### src/rtl/crc_pkg.sv
package crc_pkg;

  typedef enum logic [1:0] {
    MD_CONT = 2'b00,
    MD_RSVD = 2'b01,
    MD_ONCE = 2'b10,
    MD_OFF  = 2'b11
  } mode_e;

  // Output rate in tenths of a hertz at full clock, per rate select.
  function automatic int unsigned rate_tenths(input int unsigned idx);
    case (idx)
      0: return 1200;
      1: return 1000;
      2: return 333;
      3: return 200;
      4: return 166;
      5: return 167;
      6: return 133;
      default: return 95;
    endcase
  endfunction

  // Rounded count of base ticks per output period.
  function automatic int unsigned base_ticks(input int unsigned hz, input int unsigned idx);
    int unsigned r;
    r = rate_tenths(idx);
    return (hz * 10 + r / 2) / r;
  endfunction

  function automatic int unsigned max_base(input int unsigned hz, input int unsigned n);
    int unsigned m;
    m = 0;
    for (int unsigned i = 0; i < n; i++)
      if (base_ticks(hz, i) > m) m = base_ticks(hz, i);
    return m;
  endfunction

endpackage

### src/rtl/crc_period_calc.sv
module crc_period_calc #(
  parameter int unsigned TICK_HZ = 1200,
  parameter int unsigned DIV_W   = 2,
  parameter int unsigned RATE_W  = 3,
  parameter int unsigned CNT_W   = 12
) (
  input  logic [DIV_W-1:0]  div_sel,
  input  logic [RATE_W-1:0] rate_sel,
  output logic [CNT_W-1:0]  period,
  output logic [CNT_W-1:0]  settle
);
  import crc_pkg::*;

  localparam int unsigned RATE_N = 1 << RATE_W;

  logic [CNT_W-1:0] lut [RATE_N];

  for (genvar i = 0; i < RATE_N; i++) begin : g_lut
    assign lut[i] = CNT_W'(base_ticks(TICK_HZ, i));
  end

  assign period = lut[rate_sel] << div_sel;
  assign settle = period << 1;

endmodule

### src/rtl/crc_interval_timer.sv
module crc_interval_timer #(
  parameter int unsigned CNT_W = 12
) (
  input  logic             clk,
  input  logic             rst,
  input  logic             tick,
  input  logic             run,
  input  logic             restart,
  input  logic [CNT_W-1:0] settle,
  input  logic [CNT_W-1:0] period,
  output logic             due,
  output logic             warn
);

  logic [CNT_W-1:0] rem;

  always_ff @(posedge clk) begin
    if (rst || restart) begin
      rem <= settle;
    end else if (run && tick) begin
      if (rem == CNT_W'(1)) rem <= period;
      else                  rem <= rem - CNT_W'(1);
    end
  end

  assign due  = run && tick && (rem == CNT_W'(1));
  assign warn = run && tick && (rem == CNT_W'(2));

endmodule

### src/rtl/crc_ready_flag.sv
module crc_ready_flag (
  input  logic clk,
  input  logic rst,
  input  logic tick,
  input  logic force_hi,
  input  logic warn,
  input  logic due,
  input  logic rd_done,
  output logic rdy_n
);

  logic pend;

  always_ff @(posedge clk) begin
    if (rst || force_hi) begin
      rdy_n <= 1'b1;
      pend  <= 1'b0;
    end else if (rd_done) begin
      rdy_n <= 1'b1;
      pend  <= due;
    end else begin
      if (warn) rdy_n <= 1'b1;
      if (due) begin
        pend <= 1'b1;
      end else if (pend && tick) begin
        rdy_n <= 1'b0;
        pend  <= 1'b0;
      end
    end
  end

endmodule

### src/rtl/conv_rate_ctrl.sv
module conv_rate_ctrl #(
  parameter int unsigned TICK_HZ  = 1200,
  parameter int unsigned DATA_W   = 16,
  parameter int unsigned DIV_W    = 2,
  parameter int unsigned RATE_W   = 3,
  parameter int unsigned RATE_RST = 4
) (
  input  logic              clk,
  input  logic              rst,
  input  logic              tick,
  input  logic              mode_wr,
  input  logic [1:0]        mode_wdata,
  input  logic              cfg_wr,
  input  logic [DIV_W-1:0]  cfg_div,
  input  logic [RATE_W-1:0] cfg_rate,
  input  logic [DATA_W-1:0] result_in,
  input  logic              rd_done,
  output logic [1:0]        mode_q,
  output logic              load_stb,
  output logic              rdy_n,
  output logic [DATA_W-1:0] data_q
);
  import crc_pkg::*;

  localparam int unsigned MAX_SHIFT  = (1 << DIV_W) - 1;
  localparam int unsigned MAX_SETTLE = max_base(TICK_HZ, 1 << RATE_W) * 2 * (1 << MAX_SHIFT);
  localparam int unsigned CNT_W      = $clog2(MAX_SETTLE + 1);

  logic [DIV_W-1:0]  div_q, div_nx;
  logic [RATE_W-1:0] rate_q, rate_nx;
  logic [1:0]        mode_norm, mode_nx;
  logic              active_q, active_nx, any_wr;
  logic              restart, force_hi, run, due, warn;
  logic [CNT_W-1:0]  period, settle;

  assign mode_norm = (mode_wdata == MD_RSVD) ? MD_OFF : mode_wdata;
  assign mode_nx   = rst ? MD_CONT : (mode_wr ? mode_norm : mode_q);
  assign div_nx    = rst ? '0 : (cfg_wr ? cfg_div : div_q);
  assign rate_nx   = rst ? RATE_W'(RATE_RST) : (cfg_wr ? cfg_rate : rate_q);

  assign active_q  = (mode_q == MD_CONT) || (mode_q == MD_ONCE);
  assign active_nx = (mode_nx == MD_CONT) || (mode_nx == MD_ONCE);
  assign any_wr    = mode_wr || cfg_wr;
  assign restart   = any_wr && active_nx;
  assign force_hi  = any_wr && (active_nx || mode_wr);
  assign run       = active_q && !any_wr;

  crc_period_calc #(
    .TICK_HZ(TICK_HZ), .DIV_W(DIV_W), .RATE_W(RATE_W), .CNT_W(CNT_W)
  ) u_period (
    .div_sel(div_nx), .rate_sel(rate_nx), .period(period), .settle(settle)
  );

  crc_interval_timer #(.CNT_W(CNT_W)) u_timer (
    .clk(clk), .rst(rst), .tick(tick), .run(run), .restart(restart),
    .settle(settle), .period(period), .due(due), .warn(warn)
  );

  crc_ready_flag u_ready (
    .clk(clk), .rst(rst), .tick(tick), .force_hi(force_hi),
    .warn(warn), .due(due), .rd_done(rd_done), .rdy_n(rdy_n)
  );

  always_ff @(posedge clk) begin
    if (rst) begin
      mode_q   <= MD_CONT;
      div_q    <= '0;
      rate_q   <= RATE_W'(RATE_RST);
      data_q   <= '0;
      load_stb <= 1'b0;
    end else begin
      div_q    <= div_nx;
      rate_q   <= rate_nx;
      load_stb <= due;
      if (due) begin
        data_q <= result_in;
        mode_q <= (mode_q == MD_ONCE) ? MD_OFF : mode_q;
      end else begin
        mode_q <= mode_nx;
      end
    end
  end

endmodule

### config.mk
export PLATFORM = sky130hd
export DESIGN_NAME = conv_rate_ctrl
export DESIGN_NICKNAME = d
export VERILOG_FILES = /design/src/rtl/crc_pkg.sv /design/src/rtl/crc_period_calc.sv /design/src/rtl/crc_interval_timer.sv /design/src/rtl/crc_ready_flag.sv /design/src/rtl/conv_rate_ctrl.sv
export SDC_FILE = /design/constraint.sdc
export NUM_CORES = 1
export LEC_CHECK = 0
export CELL_PAD_IN_SITES_DETAIL_PLACEMENT = 0
export CELL_PAD_IN_SITES_GLOBAL_PLACEMENT = 2
export CORE_ASPECT_RATIO = 1.2
export CORE_MARGIN = 4
export CORE_UTILIZATION = 33
export DETAILED_ROUTE_END_ITERATION = 8
export PLACE_DENSITY = 0.86
export SYNTH_ARGS = -nofsm -noshare
export SYNTH_HDL_FRONTEND = slang
export SYNTH_SLANG_ARGS = --single-unit
### constraint.sdc
create_clock -name clk -period 4 [get_ports clk]
set_input_delay 0.8 -clock clk [delete_from_list [all_inputs] [get_ports clk]]
set_output_delay 0.8 -clock clk [all_outputs]
set_load 0.01 [all_outputs]
* Yosys cells after proc, flatten, opt, wreduce, memory -nomap -nowiden
Memories as Yosys holds them, arrays and structs flattened.
Index checks and enable logic that the tools add are counted.
** Cells by class
- $add $sub $neg :: 1
- $lt $le $gt $ge :: 1
- Equal/unequal tests :: 6
- Shift operators :: 1
- Mux-type cells :: 20
- Bitwise gates (word level) :: 1
- Reductions and logical operators :: 19
** Operators with widths (count)
- two-way mux 11 bit :: 5
- two-way mux 2 bit :: 7
- equality test 11 x 1 -> 1 bit (second input constant) :: 1
- equality test 11 x 2 -> 1 bit (second input constant) :: 1
- << shifter 11 x 2 -> 11 bit :: 1
- subtractor 11 x 1 -> 11 bit (second input constant) :: 1
- logical AND 1 bit :: 7
- logical OR 1 bit :: 6
- two-way mux 1 bit :: 6
- two-way mux 3 bit :: 2
- equality test 2 bit (second input constant) :: 2
- >= comparator 4 bit (second input constant) :: 1
- zero test 2 bit :: 2
- inverter 3 -> 4 bit :: 1
- nonzero test 3 bit :: 1
- equality test 2 x 1 -> 1 bit (second input constant) :: 1
- inequality test 2 x 1 -> 1 bit (second input constant) :: 1
- nonzero test 2 bit :: 1
- OR reduction 2 bit :: 1
- zero test 1 bit :: 1
** Storage, ports and cells
- Register bits :: 37
- Memory bits (read-only) :: 88
- Word-level logic and storage cells :: 59
- Memories kept :: 1
** Memories
- (no name shown) :: words 8, bits a word 11, rd ports 1, clocked after Yosys merged registers in 0, wr ports 0, line crc_period_calc.sv:22 : assign period = lut[rate_sel] << div_sel;

* Longest topological paths before layout
- Depth in word-level cells :: 10
- Depth in mapped cells :: 9

* Modules after synthesis
From an unflattened synthesis, not the netlist that was laid out.
** Second synthesis, totals
- Cell total of the unflattened synthesis :: 254
- Area total of the unflattened synthesis :: 2328.5 um^2
** Modules (own cells, without submodules)
- conv_rate_ctrl :: times used 1, cells an instance 90, area an instance 942.2 um^2
- crc_interval_timer :: times used 1, cells an instance 93, area an instance 888.4 um^2
- crc_period_calc :: times used 1, cells an instance 62, area an instance 411.6 um^2
- crc_ready_flag :: times used 1, cells an instance 9, area an instance 86.3 um^2

* Least setup slack after synthesis
No wires, ideal clock.
- Path kind :: input to register
- From :: input port rst
- To :: register u_timer.rem[10], enable pin
- Setup time :: 345 ps
- Data arrival time :: 1988 ps
- Data required time :: 3655 ps
- Slack :: 1667 ps
- Stages :: 4
- Cell sequence :: buf_4 -> buf_6 -> nor3_1 -> nand2_1
** Between the ends
- Word-level cells in the longest chain between the ends :: 6
- Elaborated cells on any way between the ends :: 7
** Ends and longest elaborated chain
- start: declaration :: line conv_rate_ctrl.sv:9 : input logic rst,
- two-way mux 2 bit :: line conv_rate_ctrl.sv:37 : assign mode_nx = rst ? MD_CONT : (mode_wr ? mode_norm : mode_q);
- equality test 2 bit or zero test 2 bit (tied branches) :: line conv_rate_ctrl.sv:42 : assign active_nx = (mode_nx == MD_CONT) || (mode_nx == MD_ONCE);
- logical OR 1 bit :: line conv_rate_ctrl.sv:42
- logical AND 1 bit :: line conv_rate_ctrl.sv:44 : assign restart = any_wr && active_nx;
- logical OR 1 bit (*) :: line crc_interval_timer.sv:18 : if (rst || restart) begin
- nonzero test 2 bit (no source line) (*)
- end signal: assignment :: line crc_interval_timer.sv:19 : rem <= settle;
- end signal: assignment :: line crc_interval_timer.sv:21 : if (rem == CNT_W'(1)) rem <= period;
- end signal: assignment :: line crc_interval_timer.sv:22 : else rem <= rem - CNT_W'(1);
- end: declaration :: line crc_interval_timer.sv:15 : logic [CNT_W-1:0] rem;
Mark *: on every way between the ends. The rest lies on a longest branch, timed or not.
A chain may end at the register's enable or synchronous reset.

* Worst setup path in the final report
- From :: input port cfg_wr
- To :: register u_timer.rem[6], data pin
** Between the ends
- Word-level cells in the longest chain between the ends :: 10
- Elaborated cells on any way between the ends :: 15
** Ends and longest elaborated chain
- start: declaration :: line conv_rate_ctrl.sv:13 : input logic cfg_wr,
- two-way mux 3 bit (2 in a row) :: line conv_rate_ctrl.sv:39 : assign rate_nx = rst ? RATE_W'(RATE_RST) : (cfg_wr ? cfg_rate : rate_q);
- inverter 3 -> 4 bit (not written as such) :: line crc_period_calc.sv:22
- memory read (8 x 11 bit)
- two-way mux 11 bit (not written as such) (2 in a row) :: line crc_period_calc.sv:22
- << shifter 11 x 2 -> 11 bit :: line crc_period_calc.sv:22
- two-way mux 11 bit :: line crc_interval_timer.sv:21
- two-way mux 11 bit :: line crc_interval_timer.sv:20 : end else if (run && tick) begin
- two-way mux 11 bit (*) :: line crc_interval_timer.sv:18
Mark *: on every way between the ends. The rest lies on a longest branch, timed or not. The select of a mux whose other input is x is not followed.

==> key figures <==
Pwr
  • Clock power frac: 31.4%
  • PwrDens: 302 nW/µm²
  • Leak: 1.01 nW
  • Sw frac: 29.3%
  • Comb pwr share: 21.1%
  • Internal: 0.635 mW
  • Sw power: 0.263 mW
  • Seq pwr share: 47.5%
  • Worst-case vdd ir drop: 0.000173 V

Synth
  • Syn Inst Count: 266
  • Synthesized Nets: 298
  • Fraction of registers with async set/reset: 0%
  • Post-Synth Simple-Gate Area: 29.0%
  • Most frequent cell after synthesis: nand2_1
  • Synth unique cells: 68
  • Synthesized cell area: 2330 µm²
  • Xor and xnor area share after synthesis: 3.75%
  • Seq cells post-synth: 37
  • Synth Area in Adders: 1.61%
  • Largest area contributor in the netlist: dfxtp_1
  • Post-synth EDFFs: 10
  • Top post-synthesis cells by count: nand2_1 (54), dfxtp_1 (27), a21oi_1 (22)
  • Mux contribution to synthesized area: 4.23%
  • Synthesis Warnings: 0
  • Synth top area share: 23.2%
  • Largest family of logic cells by synthesized area: simple AND/OR/NAND/NOR gates
  • Dominant synthesized flop cell: dfxtp_1
  • Top post-synthesis cells by area: dfxtp_1 (23%), edfxtp_1 (13%), nand2_1 (8.7%), a21oi_1 (4.7%), nor2_1 (2.1%)
  • Seq/Total Area, Yosys: 36.0%
  • Complex-gate fraction of the synthesized area: 21.0%
  • Synthesized area per cell: 8.78 µm²

STA
  • Final Critical Period: 2.94 ns
  • Final worst setup slack: 1.06 ns
  • Setup TNS Final: 0 ns
  • Slew @ Worst Pin: 0.656 ns
  • Fmax: 0.340 GHz
  • Slew margin rel.: 55.2%
  • Clock Skew: 0.00623 ns
  • Tcrit/Tclk final: 73.6%
  • Final hold viol count: 0
  • Slew Limit Fails: 0
  • RSZ-0062 raised after global routing: false
  • Setup violations, final: 0

Clock tree
  • Gates resized, CTS repair: 0
  • Num CTS Buffers: 5
  • Hold Buf Count CTS: 0
  • H-Tree Depth: 2
  • CTS sink cnt: 37
  • CTS tree: yes
  • Setup Fix Bufs, Post-CTS: 0
  • Root Buffer: clkbuf_8
  • Max Root-Sink Buffers: 2
  • CTS clk-pin slew, worst paths: 0.08 ns
  • Clock latency at the later pin of the worst-skew pair: 0.29 ns

Floorplanning
  • IO Pins: 49
  • Die height: 100 µm
  • Row count: 33
  • Core area: 6850 µm²
  • Die X-Extent: 84.8 µm
  • Area of the die: 8490 µm²
  • Initial core utilization: 34.1%

Critical path
  • CP bufs+invs: 3
  • CP arrival: 2.96 ns
  • CP cell instances: clkdlybuf4s50_1 -> buf_4 -> mux2_4 -> nor2_4 -> inv_2 -> o221a_2 -> o311ai_1 -> o221ai_1
  • CP delay by family, top: buffers and inverters
  • Startpoint Class: input port
  • Crit-path max cell delay: 0.46 ns
  • Worst Path Max Fanout: 30
  • R2R Setup Slk: 1.65 ns
  • Worst setup path class: input port to register
  • Worst EP required: 4.02 ns
  • Crit-path slowest cell: clkdlybuf4s50_1
  • Worst Setup End Kind: register

Route
  • Total wire length: 6160 µm
  • Via density: 5.18
  • Antenna viol nets, final: 0
  • DRC viols: 0
  • Iter 0 DRT Violations: 86
  • Drt wl/cell: 15.3 µm
  • First-pass DRT Iterations: 4
  • DR vias: 2084

Cells and area
  • Final #Nets: 346
  • Antenna diodes: 0
  • Layout area overhead: 27.5%
  • Layout cells sized above 1: 11.7%
  • Fillers: 710

Placement
  • Hpwl dp: 4710 µm
  • Port Buffers: 48
  • RD Place Congestion: 0.883
  • Dpl ws: 0.764 ns

Flow run
  • Max-cap violations: 0

Global routing
  • First-pass GRT wire length: 10200 µm
  • GRT Total Usage: 14.8%
  • Vias in the first global route: 2033
  • Total gr overflow: 0
  • Initial antenna violation count: 0
  • Largest net degree at the start of global routing: 31

Run status
  • Outcome: completed

Min path
  • Hold Crit Class: register to register
[per-layer routing]
| layer | vias up | track usage (%) | share of wire, % |
|---|---|---|---|
| met5 | - | 0 | 0 |
| met4 | 0 | 4.02 | 1.3 |
| met3 | 7 | 2.30 | 2.7 |
| met2 | 38 | 25.8 | 52 |
| met1 | 969 | 19.1 | 44 |
| li1 | 1070 | - | - |
[stage by stage]
step | area, µm² | cells | power [mW] | util [%] | hold slack [ns]
finish | 2980 | 402 | 0.898 | 43.4 | 0.457
global route | 2980 | 402 | 0.949 | 43.4 | 0.475
CTS | 2980 | 402 | 0.908 | 43.4 | 0.458
detailed placement | 2880 | 394 | 0.625 | 42.0 | 0.449
global placement | 2880 | 394 | 0.626 | 42.0 | 0.442
floorplan | 2330 | 266 | 0.558 | - | 0.445
[layout by cell type, fill, tap and decap left out, types with 4 or more instances in the layout]
master	instances
nor3_1	7
nor2_1	13
nand3_1	6
nand3b_1	6
xnor2_1	5
clkbuf_8	6
edfxtp_1	10
inv_1	5
nand2b_1	5
nand2_1	54
o22ai_1	5
buf_4	4
o211ai_1	4
a21oi_1	22
dfxtp_1	27
clkdlybuf4s50_1	48
nor2_4	4
o21ai_0	9
xor2_1	5
[path summary, 6_finish.rpt]
kind                  startpoint        endpoint  cells past startpoint
setup / recovery          cfg_wr  u_timer.rem[6]                      8
hold / removal         data_q[8]       data_q[8]                      2
setup reg to reg  u_timer.rem[1]  u_timer.rem[7]                      9
hold reg to reg        data_q[8]       data_q[8]                      2
[area by class of cell]
type | count | area [µm²] | area share [%]
clock inverters | 2 | 13.8 | 0.462
flip-flops and latches | 37 | 841 | 28.2
clock buffers | 6 | 82.6 | 2.77
multi-input cells | 210 | 1390 | 46.7
inverters | 8 | 30.0 | 1.01
well taps | 87 | 109 | 3.66
repair buffers | 52 | 510 | 17.1
[registers in the layout, summed over array words and instances (netlist names)]
name,count
data_q,16
div_q,2
load_stb,1
mode_q,2
rate_q,3
u_ready.pend,1
u_ready.rdy_n,1
u_timer.rem,11
[power by group through the flow]
stage | Combinational, mW | Clock [mW] | Sequential, mW
5_1_grt | 0.207 | 0.311 | 0.431
3_3_place_gp | 0.191 | 0 | 0.436
6_report | 0.189 | 0.282 | 0.427
4_1_cts | 0.190 | 0.290 | 0.427
2_1_floorplan | 0.127 | 0 | 0.431
3_5_place_dp | 0.189 | 0 | 0.436
[kinds of logic after synthesis]
logic type / count (synthesis)
mux: 8
flops: 37
simple gates: 120
xor+xnor: 10
fa+ha+maj: 3
buf+inv: 19
compound gates: 69
[worst reg2reg max path: stages, from the launching register on]
cell      delay, ns
edfxtp_1       0.44
inv_1          0.11
ha_1           0.14
nor3b_2        0.38
nand3_2        0.26
nor2_4         0.46
nand2_2        0.18
clkinv_1       0.09
nand2_1        0.06
o211ai_1       0.09
(Power assumes the default switching activity.)
